### config.mk
export PLATFORM = sky130hd
export DESIGN_NAME = eic_entry
export DESIGN_NICKNAME = d
export VERILOG_FILES = /design/src/rtl/eic_pkg.sv /design/src/rtl/eic_status_build.sv /design/src/rtl/eic_range_check.sv /design/src/rtl/eic_save_route.sv /design/src/rtl/eic_entry.sv
export SDC_FILE = /design/constraint.sdc
export NUM_CORES = 1
export LEC_CHECK = 0
export CAP_MARGIN = 20
export CELL_PAD_IN_SITES_DETAIL_PLACEMENT = 1
export CELL_PAD_IN_SITES_GLOBAL_PLACEMENT = 2
export CORE_MARGIN = 3
export CORE_UTILIZATION = 28
export DETAILED_ROUTE_END_ITERATION = 6
export PLACE_DENSITY = 0.88
export REMOVE_ABC_BUFFERS = 1
export SLEW_MARGIN = 20
export SYNTH_ARGS = -nofsm -noshare
export SYNTH_HDL_FRONTEND = slang
export SYNTH_HIERARCHICAL = 1
export SYNTH_SLANG_ARGS = --single-unit
export TNS_END_PERCENT = 100
### constraint.sdc
create_clock -name clk -period 1.9 [get_ports clk]
set_input_delay 0.285 -clock clk [delete_from_list [all_inputs] [get_ports clk]]
set_output_delay 0.285 -clock clk [all_outputs]
set_load 0.01 [all_outputs]
### src/rtl/eic_pkg.sv
// Package: shared widths and status-word field positions for the external
// interrupt entry sequencer. Assumes a 32-bit status word and 6-bit set
// and level fields.
package eic_pkg;
    localparam int XLEN    = 32;
    localparam int SET_W   = 6;
    localparam int LVL_W   = 6;
    localparam int PC_STEP = 4;

    localparam int B_PIE  = 0;
    localparam int B_USR  = 1;
    localparam int B_EH   = 2;
    localparam int B_IH   = 3;
    localparam int F_LVL  = 4;
    localparam int F_CUR  = 10;
    localparam int F_PRV  = 16;
    localparam int B_NMI  = 22;
    localparam int B_RSIE = 23;
    localparam int B_SWCH = 31;

    typedef logic [XLEN-1:0]  word_t;
    typedef logic [SET_W-1:0] set_t;
    typedef logic [LVL_W-1:0] lvl_t;

    // Bundle of save writes produced by the routing stage.
    typedef struct packed {
        logic  est_we;
        word_t est_data;
        logic  sst_we;
        word_t sst_data;
        logic  ea_we;
        word_t ea_data;
    } save_t;

    // Extract the current-set field of a status word.
    function automatic set_t cur_set(input word_t s);
        return s[F_CUR +: SET_W];
    endfunction
endpackage

### src/rtl/eic_status_build.sv
// Module: eic_status_build
// Forms the new status word from the old one and the request fields.
// Purely combinational. Assumes the request fields are valid whenever the
// caller uses the result.
module eic_status_build
    import eic_pkg::*;
(
    input  word_t old_status,
    input  set_t  req_set,
    input  lvl_t  req_lvl,
    input  logic  req_nmi,
    output word_t new_status
);
    // Overwrite request fields, clear user/RSIE, set IH, update previous set.
    always_comb begin
        new_status                   = old_status;
        new_status[F_CUR +: SET_W]   = req_set;
        new_status[F_LVL +: LVL_W]   = req_lvl;
        new_status[B_NMI]            = req_nmi;
        new_status[B_USR]            = 1'b0;
        new_status[B_RSIE]           = 1'b0;
        new_status[B_IH]             = 1'b1;
        if (!old_status[B_EH]) begin
            new_status[F_PRV +: SET_W] = cur_set(old_status);
        end
    end
endmodule

### src/rtl/eic_range_check.sv
// Module: eic_range_check
// Decides whether a requested set index names an existing set (0 up to
// NUM_SHADOW). When every 6-bit code is legal the check reduces to a
// constant.
module eic_range_check
    import eic_pkg::*;
#(
    parameter int NUM_SHADOW = 7
) (
    input  set_t req_set,
    output logic set_ok
);
    localparam int MAX_CODE = (1 << SET_W) - 1;

    generate
        if (NUM_SHADOW >= MAX_CODE) begin : g_all_legal
            // Every code is a real set; no comparison is needed.
            assign set_ok = 1'b1;
        end else begin : g_compare
            localparam set_t LIMIT = set_t'(NUM_SHADOW);
            // Compare against the configured shadow set count.
            assign set_ok = (req_set <= LIMIT);
        end
    endgenerate
endmodule

### src/rtl/eic_save_route.sv
// Module: eic_save_route
// Chooses where the old status and return address go. All saves are
// skipped while the exception-handling bit is set or the set is illegal.
// Purely combinational.
module eic_save_route
    import eic_pkg::*;
(
    input  word_t old_status,
    input  set_t  req_set,
    input  word_t ret_pc,
    input  logic  set_ok,
    output save_t save
);
    logic do_save;
    logic switched;

    // Saves happen only outside exception handling and for a legal set.
    assign do_save  = set_ok && !old_status[B_EH];
    assign switched = (req_set != cur_set(old_status));

    // Route the old status to estatus (set 0) or the shadow saved-status slot.
    always_comb begin
        save          = '0;
        save.ea_data  = ret_pc;
        save.est_data = old_status;
        save.sst_data = old_status;
        if (switched) begin
            save.sst_data[B_SWCH] = 1'b1;
        end
        if (do_save) begin
            save.ea_we = 1'b1;
            if (req_set == '0) begin
                save.est_we = 1'b1;
            end else begin
                save.sst_we = 1'b1;
            end
        end
    end
endmodule

### src/rtl/eic_entry.sv
// Module: eic_entry (top)
// External interrupt entry sequencer. On take_i it registers the new status,
// the old-status save, the return-address save and the next PC; all
// outputs are valid for exactly one cycle after the take. Assumes inputs
// are stable in the take cycle and that arbitration happened upstream.
module eic_entry
    import eic_pkg::*;
#(
    parameter int NUM_SHADOW = 7
) (
    input  logic        clk,
    input  logic        rst_n,
    input  logic        take_i,
    input  logic [31:0] status_i,
    input  logic [31:0] pc_i,
    input  logic [31:0] hnd_addr_i,
    input  logic [5:0]  req_set_i,
    input  logic [5:0]  req_lvl_i,
    input  logic        req_nmi_i,
    output logic        status_we_o,
    output logic [31:0] status_o,
    output logic        estatus_we_o,
    output logic [31:0] estatus_o,
    output logic        sstatus_we_o,
    output logic [5:0]  sstatus_set_o,
    output logic [31:0] sstatus_o,
    output logic        ea_we_o,
    output logic [5:0]  ea_set_o,
    output logic [31:0] ea_o,
    output logic        npc_valid_o,
    output logic [31:0] npc_o,
    output logic        set_err_o
);
    word_t new_status;
    word_t ret_pc;
    logic  set_ok;
    save_t save;

    // Return address: one instruction past the interrupted one.
    assign ret_pc = pc_i + word_t'(PC_STEP);

    eic_status_build u_build (
        .old_status (status_i),
        .req_set    (req_set_i),
        .req_lvl    (req_lvl_i),
        .req_nmi    (req_nmi_i),
        .new_status (new_status)
    );

    eic_range_check #(.NUM_SHADOW(NUM_SHADOW)) u_range (
        .req_set (req_set_i),
        .set_ok  (set_ok)
    );

    eic_save_route u_route (
        .old_status (status_i),
        .req_set    (req_set_i),
        .ret_pc     (ret_pc),
        .set_ok     (set_ok),
        .save       (save)
    );

    // Strobe register: pulses only in the cycle after an accepted take.
    always_ff @(posedge clk) begin
        if (!rst_n) begin
            status_we_o  <= 1'b0;
            estatus_we_o <= 1'b0;
            sstatus_we_o <= 1'b0;
            ea_we_o      <= 1'b0;
            npc_valid_o  <= 1'b0;
            set_err_o    <= 1'b0;
        end else begin
            status_we_o  <= take_i && set_ok;
            estatus_we_o <= take_i && save.est_we;
            sstatus_we_o <= take_i && save.sst_we;
            ea_we_o      <= take_i && save.ea_we;
            npc_valid_o  <= take_i && set_ok;
            set_err_o    <= take_i && !set_ok;
        end
    end

    // Data register: captured on every take, held otherwise.
    always_ff @(posedge clk) begin
        if (!rst_n) begin
            status_o      <= '0;
            estatus_o     <= '0;
            sstatus_o     <= '0;
            sstatus_set_o <= '0;
            ea_o          <= '0;
            ea_set_o      <= '0;
            npc_o         <= '0;
        end else if (take_i) begin
            status_o      <= new_status;
            estatus_o     <= save.est_data;
            sstatus_o     <= save.sst_data;
            sstatus_set_o <= req_set_i;
            ea_o          <= save.ea_data;
            ea_set_o      <= req_set_i;
            npc_o         <= hnd_addr_i;
        end
    end
endmodule

==> results of run 1 <==
-- registers in the layout, summed over array words and instances, names as in the netlist --
register,flops
npc_valid_o,1
estatus_o,32
sstatus_o,32
estatus_we_o,1
sstatus_set_o,6
set_err_o,1
status_o,32
ea_we_o,1
sstatus_we_o,1
npc_o,32
ea_o,32
-- power groups by stage --
stage	registers, mW	logic, mW	clock network (mW)
2_1_floorplan	4.09	0.438	0
3_3_place_gp	3.98	1.59	0
3_5_place_dp	3.99	1.61	0
4_1_cts	3.92	1.62	3.35
5_1_grt	3.94	1.72	3.49
6_report	3.91	1.59	3.21
-- final cells by class --
cell class | count | area [um2]
Fill cell | 3102 | 16930
Multi-Input combinational cell | 439 | 3607
Sequential cell | 171 | 3423
Timing Repair Buffer | 338 | 3351
Tap cell | 378 | 473.0
Clock buffer | 19 | 432.9
Clock inverter | 12 | 93.84
Inverter | 2 | 7.507
-- worst min-delay path by stage --
stage,startpoint,cells past startpoint,endpoint,slack (ps)
CTS,rst_n,4,set_err_o$_SDFF_PN0_,380
global route,rst_n,3,ea_o[20]$_SDFFE_PN0P_,380
floorplan,take_i,2,set_err_o$_SDFF_PN0_,400
detailed placement,ea_o[7]$_SDFFE_PN0P_,2,ea_o[7]$_SDFFE_PN0P_,500
finish,rst_n,3,npc_o[10]$_SDFFE_PN0P_,380
global placement,sstatus_o[7]$_SDFFE_PN0P_,2,sstatus_o[7]$_SDFFE_PN0P_,490
-- logic make-up (layout without fill, tap and decap cells) --
family,count (synthesis),count (layout)
other cells,2,3
mux,172,172
simple gates,228,228
flops,171,171
fa+ha+maj,1,1
compound gates,1,1
xor+xnor,34,34
buf+inv,170,371
-- cells in the final DEF (no fill, tap or decap), types with 2 or more instances in the layout --
cell type,instances
nand3_1,10
clkbuf_16,17
buf_4,43
nand4_1,6
xor2_1,11
buf_12,7
dfxtp_1,171
nand2_1,11
and3_1,6
nor3_1,3
inv_6,3
and4_1,2
mux2i_1,166
nand4_4,2
clkbuf_1,2
clkinv_4,2
conb_1,3
nor4_4,4
xnor2_1,23
nor4_1,3
nor2_1,6
nor2b_1,167
clkdlybuf4s50_1,287
inv_1,2
clkinvlp_4,6
mux2_4,6
-- critical path: cells and delay by family --
kind,cells,cell delay (ps)
xor gates and xnor gates,1,150
adders and majority gates,1,230
buffers and inverters,1,550
muxes,1,150
and+or+nand+nor,4,700
-- routing by layer --
metal | global-route usage, % | part of all wire, % | up-vias
li1 | - | - | 2809
met1 | 16.28 | 42 | 2762
met2 | 24.61 | 50 | 163
met3 | 4.826 | 7.5 | 13
met4 | 3.863 | 1.2 | 0
met5 | 0 | 0 | -
==> results_dict.tcl, run 1 <==
set metrics [dict create \
    yosysMostFrequentCell "dfxtp_1" \
    drv_slew 0 \
    rows 61 \
    synth_area_um2 8179 \
    timing.final.crit_share_pct 92.86 \
    clock-sinks 171 \
    grt_max_degree 91 \
    grt.total_usage_pct 14.04 \
    critPathArrivalTime_ps 2080 \
    vias 5747 \
    drtIter0Drc 135 \
    synth_flop_cell "dfxtp_1" \
    drt_wl_total_um 21930 \
    r2r_setup_slack_ps 1200 \
    fmax_mhz 566.8 \
    hpwl_um 16420 \
    seq_area_frac_synth_pct 41.85 \
    die-area_um2 31300 \
    synth.avg_cell_area_um2 10.50 \
    cpPeakStageDelay_ps 550 \
    p_sw_share_pct 26.32 \
    dp_cells 1328 \
    clk_path_buf_depth 2 \
    p_total_mw 8.716 \
    wl_per_cell_um 16.14 \
    irDropWorstVdd_mv 0.4703 \
    post_cts_buffers 0 \
    synth_mux_area_share_pct 21.42 \
    worstSetupPathType "in2reg" \
    synth_common_cells "dfxtp_1, nor2b_1, mux2i_1, buf_4, xnor2_1" \
    synthArstFlopShare_pct 0 \
    pre_cts_ws_ps -309.1 \
    r2r_end "ea_o[16]$_SDFFE_PN0P_" \
    cts_resized 0 \
    cts_buffers 17 \
    path_clk_slew_ps 70 \
    htreeDepth 4 \
    antennaDiodeCount 0 \
    startpoint "pc_i[3]" \
    clock-root-buffer "clkbuf_16" \
    rr_startpoint "ea_o[16]$_SDFFE_PN0P_" \
    status "finished, final reports clean" \
    final_cell_count_no_fill 1359 \
    crit_slowest_cell "clkdlybuf4s50_1" \
    synth_top_area_share_pct 41.85 \
    start_util_pct 28.89 \
    clk-insertion-delay-late_ps 420 \
    ys_warn_count 6 \
    via_per_inst 4.229 \
    die_w_um 176.9 \
    power.density_nw_per_um2 765.3 \
    grt_overflow_total 0 \
    skew_ps 0 \
    yosys_register_bits 171 \
    ys_types 32 \
    first_pass_iters 4 \
    final_hold_viol_count 0 \
    period_minus_slack_ps 1764 \
    setup_tns_ps 0 \
    synth_area_leaders "dfxtp_1, mux2i_1, nor2b_1, buf_4, xnor2_1" \
    place_area_um2 10860 \
    drc 0 \
    critPathCaptureType "register" \
    globalplace.congestion 0.7647 \
    critical_path_peak_fanout 4 \
    syn_inst 779 \
    synth_compound_area_share_pct 0.1071 \
    critPathLaunchType "primary input" \
    grt_pass1_vias 6271 \
    final_util_pct 40.22 \
    core-area_um2 28320 \
    synthSimpleGateAreaFrac_pct 18.65 \
    cp.required_ps 2210 \
    finalNetCount 1082 \
    reg2reg_depth 2 \
    holdCritPathClass "in2reg" \
    area_growth_pct 39.24 \
    switchingPower_mw 2.294 \
    setup_violations 0 \
    setup_slack_ps 135.7 \
    yosysTopAreaCell "dfxtp_1" \
    crit_chain "clkdlybuf4s50_1 -> ha_1 -> nand3_2 -> nor4_4 -> nand4_1 -> xnor2_1 -> mux2i_1 -> nor2b_1" \
    whs_ps 379.1 \
    ios 290 \
    cap_violations 0 \
    power_frac_seq_pct 44.9 \
    hold_buffers 0 \
    synth_edf_count 0 \
    portBuffers 289 \
    fin_area_um2 11390 \
    synthAdderAreaFrac_pct 0.1530 \
    grt_pass1_wl_um 34840 \
    cts_tree "built" \
    p_leak_nw 4.604 \
    drtAntennaViolNets 0 \
    die_y_um 176.9 \
    synth_xor_area_share_pct 3.641 \
    synth_top_family_by_area "multiplexers" \
    pwr-share-clk_pct 36.9 \
    drive_gt1_share_pct 10.19 \
    cp-endpoint "ea_o[28]$_SDFFE_PN0P_" \
    antenna_found_initial 0 \
    p_int_mw 6.422 \
    power_frac_comb_pct 18.2 \
    rsz0062_at_grt "no" \
]
Power figures use the tool's default switching activity.
==> run 2: changes to the inputs <==
--- a/config.mk
+++ b/config.mk
@@ -11,6 +11,7 @@
 export CORE_MARGIN = 3
 export CORE_UTILIZATION = 28
 export DETAILED_ROUTE_END_ITERATION = 6
+export HOLD_SLACK_MARGIN = 0.12
 export PLACE_DENSITY = 0.88
 export REMOVE_ABC_BUFFERS = 1
 export SLEW_MARGIN = 20
==> constraint.sdc (replaced) <==
create_clock -name clk -period 1.9 [get_ports clk]
set_input_delay 0.19 -clock clk [delete_from_list [all_inputs] [get_ports clk]]
set_output_delay 0.19 -clock clk [all_outputs]
set_load 0.01 [all_outputs]
==> run 2 against run 1 <==
Net effect: critical endpoint is now ea_o[14]$_SDFFE_PN0P_; total power increased by 4.6%; sequential share of layout area decreased by 0.063 points; first-iteration DRC count increased by 3.0%; final cell count decreased by 0.44%; combinational power about the same; clock power increased by 13%; sequential power about the same; highest routed layer unchanged; largest power group unchanged; die area unchanged; worst setup slack improved by 70 ps; register-to-register slack improved by 30 ps.
==> results_dict.tcl, run 2 (synthesis gave the netlist of run 1 again) <==
set metrics [dict create \
    die_w_um 176.9 \
    worstMarginPinSlew_ps 535.0 \
    critPathCaptureType "register" \
    p_leak_nw 4.609 \
    critical_path_peak_fanout 5 \
    setup_tns_ps 0 \
    grt_max_degree 89 \
    vias 5685 \
    critPathLaunchType "primary input" \
    final_cell_mix "clkdlybuf4s50_1, dfxtp_1, nor2b_1, mux2i_1, buf_4" \
    setup_violations 0 \
    fin_area_um2 11410 \
    cap_violations 0 \
    drc 0 \
    htreeDepth 4 \
    cp_top_family "buffers and inverters" \
    antenna_found_initial 0 \
    area_growth_pct 39.53 \
    post_cts_buffers 0 \
    grt_pass1_wl_um 34200 \
    rows 61 \
    finalNetCount 1076 \
    clk-insertion-delay-late_ps 410 \
    timing.final.crit_share_pct 89.18 \
    cp.required_ps 2260 \
    drtIter0Drc 139 \
    path_clk_slew_ps 70 \
    startpoint "pc_i[2]" \
    p_total_mw 9.121 \
    crit_cells 8 \
    r2r_setup_slack_ps 1230 \
    drv_slew 0 \
    power.density_nw_per_um2 799.2 \
    pre_cts_ws_ps -238.6 \
    die-area_um2 31300 \
    crit_chain "clkdlybuf4s50_1 -> ha_1 -> nand3_2 -> buf_4 -> nor4_1 -> xor2_1 -> mux2i_1 -> nor2b_1" \
    antennaDiodeCount 0 \
    drt_wl_total_um 21580 \
    critPathArrivalTime_ps 2050 \
    cp-endpoint "ea_o[14]$_SDFFE_PN0P_" \
    fmax_mhz 590.2 \
    slew_headroom_pct 64.34 \
    rr_startpoint "sstatus_set_o[1]$_SDFFE_PN0P_" \
    grt_overflow_total 0 \
    skew_ps 0 \
    hpwl_um 16060 \
    setup_slack_ps 205.6 \
    mostFrequentLayoutCell "clkdlybuf4s50_1" \
    cpPeakStageDelay_ps 580 \
    first_pass_iters 4 \
    drive_gt1_share_pct 9.641 \
    ios 290 \
    status "finished, final reports clean" \
    grt.total_usage_pct 13.70 \
    worstSetupPathType "in2reg" \
    rsz0062_at_grt "no" \
    globalplace.congestion 0.7676 \
    clock-root-buffer "clkbuf_16" \
    r2r_end "sstatus_set_o[1]$_SDFFE_PN0P_" \
    irDropWorstVdd_mv 0.4035 \
    clk_path_buf_depth 2 \
    portBuffers 289 \
    period_minus_slack_ps 1694 \
    cts_tree "built" \
    grt_pass1_vias 6117 \
    holdCritPathClass "in2reg" \
    final_hold_viol_count 0 \
    die_y_um 176.9 \
    clock-sinks 171 \
    fillers 3098 \
    start_util_pct 28.89 \
    drtAntennaViolNets 0 \
    final_util_pct 40.30 \
    reg2reg_depth 2 \
    cts_buffers 17 \
    wl_per_cell_um 15.95 \
    path_buf_inv 2 \
    core-area_um2 28320 \
    crit_slowest_cell "clkdlybuf4s50_1" \
    place_area_um2 10800 \
    via_per_inst 4.202 \
]
-- run 2: worst min path at each step --
stage / startpoint / to / cells past startpoint
CTS: take_i / npc_o[10]$_SDFFE_PN0P_ / 3
detailed placement: rst_n / npc_o[10]$_SDFFE_PN0P_ / 2
floorplan: take_i / set_err_o$_SDFF_PN0_ / 2
global placement: rst_n / npc_o[10]$_SDFFE_PN0P_ / 2
finish: take_i / ea_o[28]$_SDFFE_PN0P_ / 3
global route: take_i / ea_o[30]$_SDFFE_PN0P_ / 3
-- run 2: repair_timing --
action / in CTS / in global routing
hold buffers: 1 / 0
gates resized for setup: 0 / 0
endpoints found under the hold margin: 2 / 0
endpoints found under the setup margin: 0 / 0
-- run 2: cell type report --
type | count | area [um2] | area share (%)
Inverter | 2 | 7.507 | 0.06578
Timing Repair Buffer | 332 | 3296 | 28.88
Tap cell | 378 | 473.0 | 4.144
Multi-Input combinational cell | 439 | 3607 | 31.61
Clock buffer | 19 | 442.9 | 3.881
Clock inverter | 12 | 162.7 | 1.425
Sequential cell | 171 | 3423 | 30.00
-- run 2: through the flow --
step	hold WS [ps]	cells
3_3_place_gp	472.9	1321
5_1_grt	324.2	1353
2_1_floorplan	303.8	612
3_5_place_dp	490.6	1321
4_1_cts	298.7	1353
6_report	308.0	1353
-- run 2: worst min-delay path: cells and delay by family --
family / cells / cell delay (ps)
simple gates: 1 / 90
mux: 1 / 170
buf+inv: 1 / 220
-- run 2: layer usage --
metal,wire length (um),GRT usage (%),vias to the layer above
li1,-,-,2803
met1,9007,16.25,2704
met2,10730,23.75,169
met3,1645,4.912,9
met4,191,3.142,0
met5,0,0,-
-- run 2: power by group --
| group | internal, mW | leakage (nW) | switching, mW |
|---|---|---|---|
| sequential | 3.80 | 1.41 | 0.113 |
| clock | 2.11 | 0.279 | 1.52 |
| combinational | 0.933 | 2.92 | 0.641 |
| total | 6.85 | 4.61 | 2.27 |
==> run 3: changes to the inputs <==
--- a/config.mk
+++ b/config.mk
@@ -5,14 +5,16 @@
 export SDC_FILE = /design/constraint.sdc
 export NUM_CORES = 1
 export LEC_CHECK = 0
+export ABC_AREA = 1
 export CAP_MARGIN = 20
 export CELL_PAD_IN_SITES_DETAIL_PLACEMENT = 1
 export CELL_PAD_IN_SITES_GLOBAL_PLACEMENT = 2
 export CORE_MARGIN = 3
-export CORE_UTILIZATION = 28
+export CORE_UTILIZATION = 24
+export CTS_CLUSTER_DIAMETER = 30
 export DETAILED_ROUTE_END_ITERATION = 6
 export HOLD_SLACK_MARGIN = 0.12
-export PLACE_DENSITY = 0.88
+export PLACE_DENSITY = 0.87
 export REMOVE_ABC_BUFFERS = 1
 export SLEW_MARGIN = 20
 export SYNTH_ARGS = -nofsm -noshare
==> run 3 against run 2 <==
Net effect: worst hold slack worse by 71 ps; clock power is 7.1% lower; routed wire length grew 19%; core utilization fell by 6.5 points; worst setup slack improved by 110 ps; register-to-register slack about the same; highest routed layer unchanged.
==> results_dict.tcl, run 3 <==
set metrics [dict create \
    synth_compound_area_share_pct 10.67 \
    die_y_um 187.8 \
    globalplace.congestion 0.7820 \
    final_cell_mix "nor2_1, clkdlybuf4s50_1, dfxtp_1, o21ai_0, nand2_1" \
    setup_tns_ps 0 \
    core-area_um2 32040 \
    seq_area_frac_synth_pct 43.18 \
    path_clk_slew_ps 70 \
    cp_top_family "buffers and inverters" \
    path_buf_inv 1 \
    synthSimpleGateAreaFrac_pct 26.02 \
    hpwl_um 18510 \
    grt_pass1_vias 7449 \
    slew_headroom_pct 59.71 \
    crit_chain "clkdlybuf4s50_1" \
    final_cell_count_no_fill 1691 \
    p_sw_share_pct 27.58 \
    grt_pass1_wl_um 41300 \
    antennaDiodeCount 0 \
    syn_inst 1100 \
    grt.total_usage_pct 14.60 \
    rsz0062_at_grt "no" \
    grt_overflow_total 0 \
    wl_per_cell_um 15.23 \
    cpPeakStageDelay_ps 560 \
    fillers 3955 \
    area_growth_pct 36.52 \
    drv_slew 0 \
    drc 0 \
    fmax_mhz 631.9 \
    cts_tree "built" \
    whs_ps 236.6 \
    drtAntennaViolNets 0 \
    htreeDepth 4 \
    die-area_um2 35250 \
    setup_slack_ps 317.5 \
    power_frac_seq_pct 44.3 \
    yosys_register_bits 171 \
    clk_path_buf_depth 2 \
    timing.final.crit_share_pct 83.29 \
    final_hold_viol_count 0 \
    synth_xor_area_share_pct 1.657 \
    clock-sinks 171 \
    cap_violations 0 \
    portBuffers 289 \
    first_pass_iters 4 \
    power_frac_comb_pct 17.8 \
    worstSetupPathType "reg2out" \
    switchingPower_mw 2.460 \
    clk-insertion-delay-late_ps 430 \
    startpoint "ea_o[29]$_SDFFE_PN0P_" \
    cts_resized 0 \
    ys_types 25 \
    synthAdderAreaFrac_pct 0.1578 \
    setup_violations 0 \
    die_w_um 187.8 \
    critical_path_peak_fanout 2 \
    dp_cells 1660 \
    rows 65 \
    drtIter0Drc 213 \
    synth_top_area_share_pct 43.18 \
    skew_ps 0 \
    synth_edf_count 0 \
    hold_buffers 0 \
    post_cts_buffers 0 \
    crit_slowest_cell "clkdlybuf4s50_1" \
    synth_area_leaders "dfxtp_1, nor2_1, buf_4, o21ai_0, nand2_1" \
    synth_common_cells "nor2_1, dfxtp_1, o21ai_0, buf_4, nand2_1" \
    p_int_mw 6.459 \
    worstMarginPinSlew_ps 604.3 \
    irDropWorstVdd_mv 0.5540 \
    rr_startpoint "ea_o[29]$_SDFFE_PN0P_" \
    antenna_found_initial 0 \
    critPathCaptureType "output pin" \
    via_per_inst 4.198 \
    grt_max_degree 86 \
    critPathArrivalTime_ps 1390 \
    p_total_mw 8.920 \
    power.density_nw_per_um2 824.1 \
    pre_cts_ws_ps 11.09 \
    yosysMostFrequentCell "nor2_1" \
    holdCritPathClass "in2reg" \
    ios 290 \
    clock-root-buffer "clkbuf_16" \
    synth_flop_cell "dfxtp_1" \
    hp-start "rst_n" \
    critPathLaunchType "register" \
    start_util_pct 24.74 \
    yosysTopAreaCell "dfxtp_1" \
    synth_mux_area_share_pct 0 \
    mostFrequentLayoutCell "nor2_1" \
    status "finished, final reports clean" \
    synthArstFlopShare_pct 0 \
    vias 7098 \
    synth_area_um2 7929 \
    p_leak_nw 4.431 \
    ys_warn_count 6 \
    finalNetCount 1357 \
    pwr-share-clk_pct 37.9 \
    cp.required_ps 1710 \
    cts_buffers 17 \
    synth_top_family_by_area "simple AND/OR/NAND/NOR gates" \
    drt_wl_total_um 25760 \
    synth.avg_cell_area_um2 7.208 \
    period_minus_slack_ps 1583 \
    drive_gt1_share_pct 5.016 \
]
==> run 3: changes by cell type in the layout (fill, tap and decap cells not counted), moves of 33 or more <==
cell,before,now
mux2i_1,166,0
o21ai_0,0,163
inv_1,2,35
nand2_1,11,119
nor2_1,6,374
nor2b_1,167,0
==> run 3: cell families (layout without fill, tap and decap cells) <==
group,count (synthesis),count (layout)
buffers and inverters,220,375
adder cells (fa/ha/maj),1,1
other,2,3
AO/OA/AOI/OAI,169,169
flip-flops,171,171
AND/OR/NAND/NOR,522,522
XOR/XNOR,15,15
==> run 3: through the flow <==
step	utilization (%)	area, um2
after floorplan	-	6626
after global placement	32.06	10270
after detailed placement	32.06	10270
after CTS	33.78	10820
after global routing	33.78	10820
final	33.78	10820
==> run 3: per-layer routing <==
metal	global-route usage [%]	vias up	part of all wire [%]
met4	4.964	0	1.9
met3	5.478	23	7.6
met1	17.94	3306	45
li1	-	3580	-
met5	0	-	0
met2	23.55	189	45
==> run 3: area by class of cell <==
type,instances,area [um2],share of cell area [%]
Sequential cell,171,3423,31.63
Timing Repair Buffer,307,3098,28.62
Multi-Input combinational cell,710,3064,28.31
Tap cell,435,544.3,5.028
Clock buffer,18,429.2,3.965
Inverter,37,143.9,1.329
Clock inverter,13,121.4,1.121
==> run 3: power by group through the flow <==
stage                     Sequential (mW)  Combinational [mW]  Clock (mW)
after global routing                 3.99                1.74        3.67
after detailed placement             4.04                1.60           0
final                                3.95                1.58        3.38
after global placement               4.02                1.59           0
after floorplan                      4.14               0.398           0
after CTS                            3.96                1.61        3.53
==> run 3: final timing paths <==
kind                                               end  slack, ps  cells after the start
worst max-delay path                          ea_o[29]        320                      1
worst min-delay path            npc_o[10]$_SDFFE_PN0P_        240                      3
worst max register to register   ea_o[29]$_SDFFE_PN0P_       1230                      2
worst min register to register  npc_o[22]$_SDFFE_PN0P_        490                      2
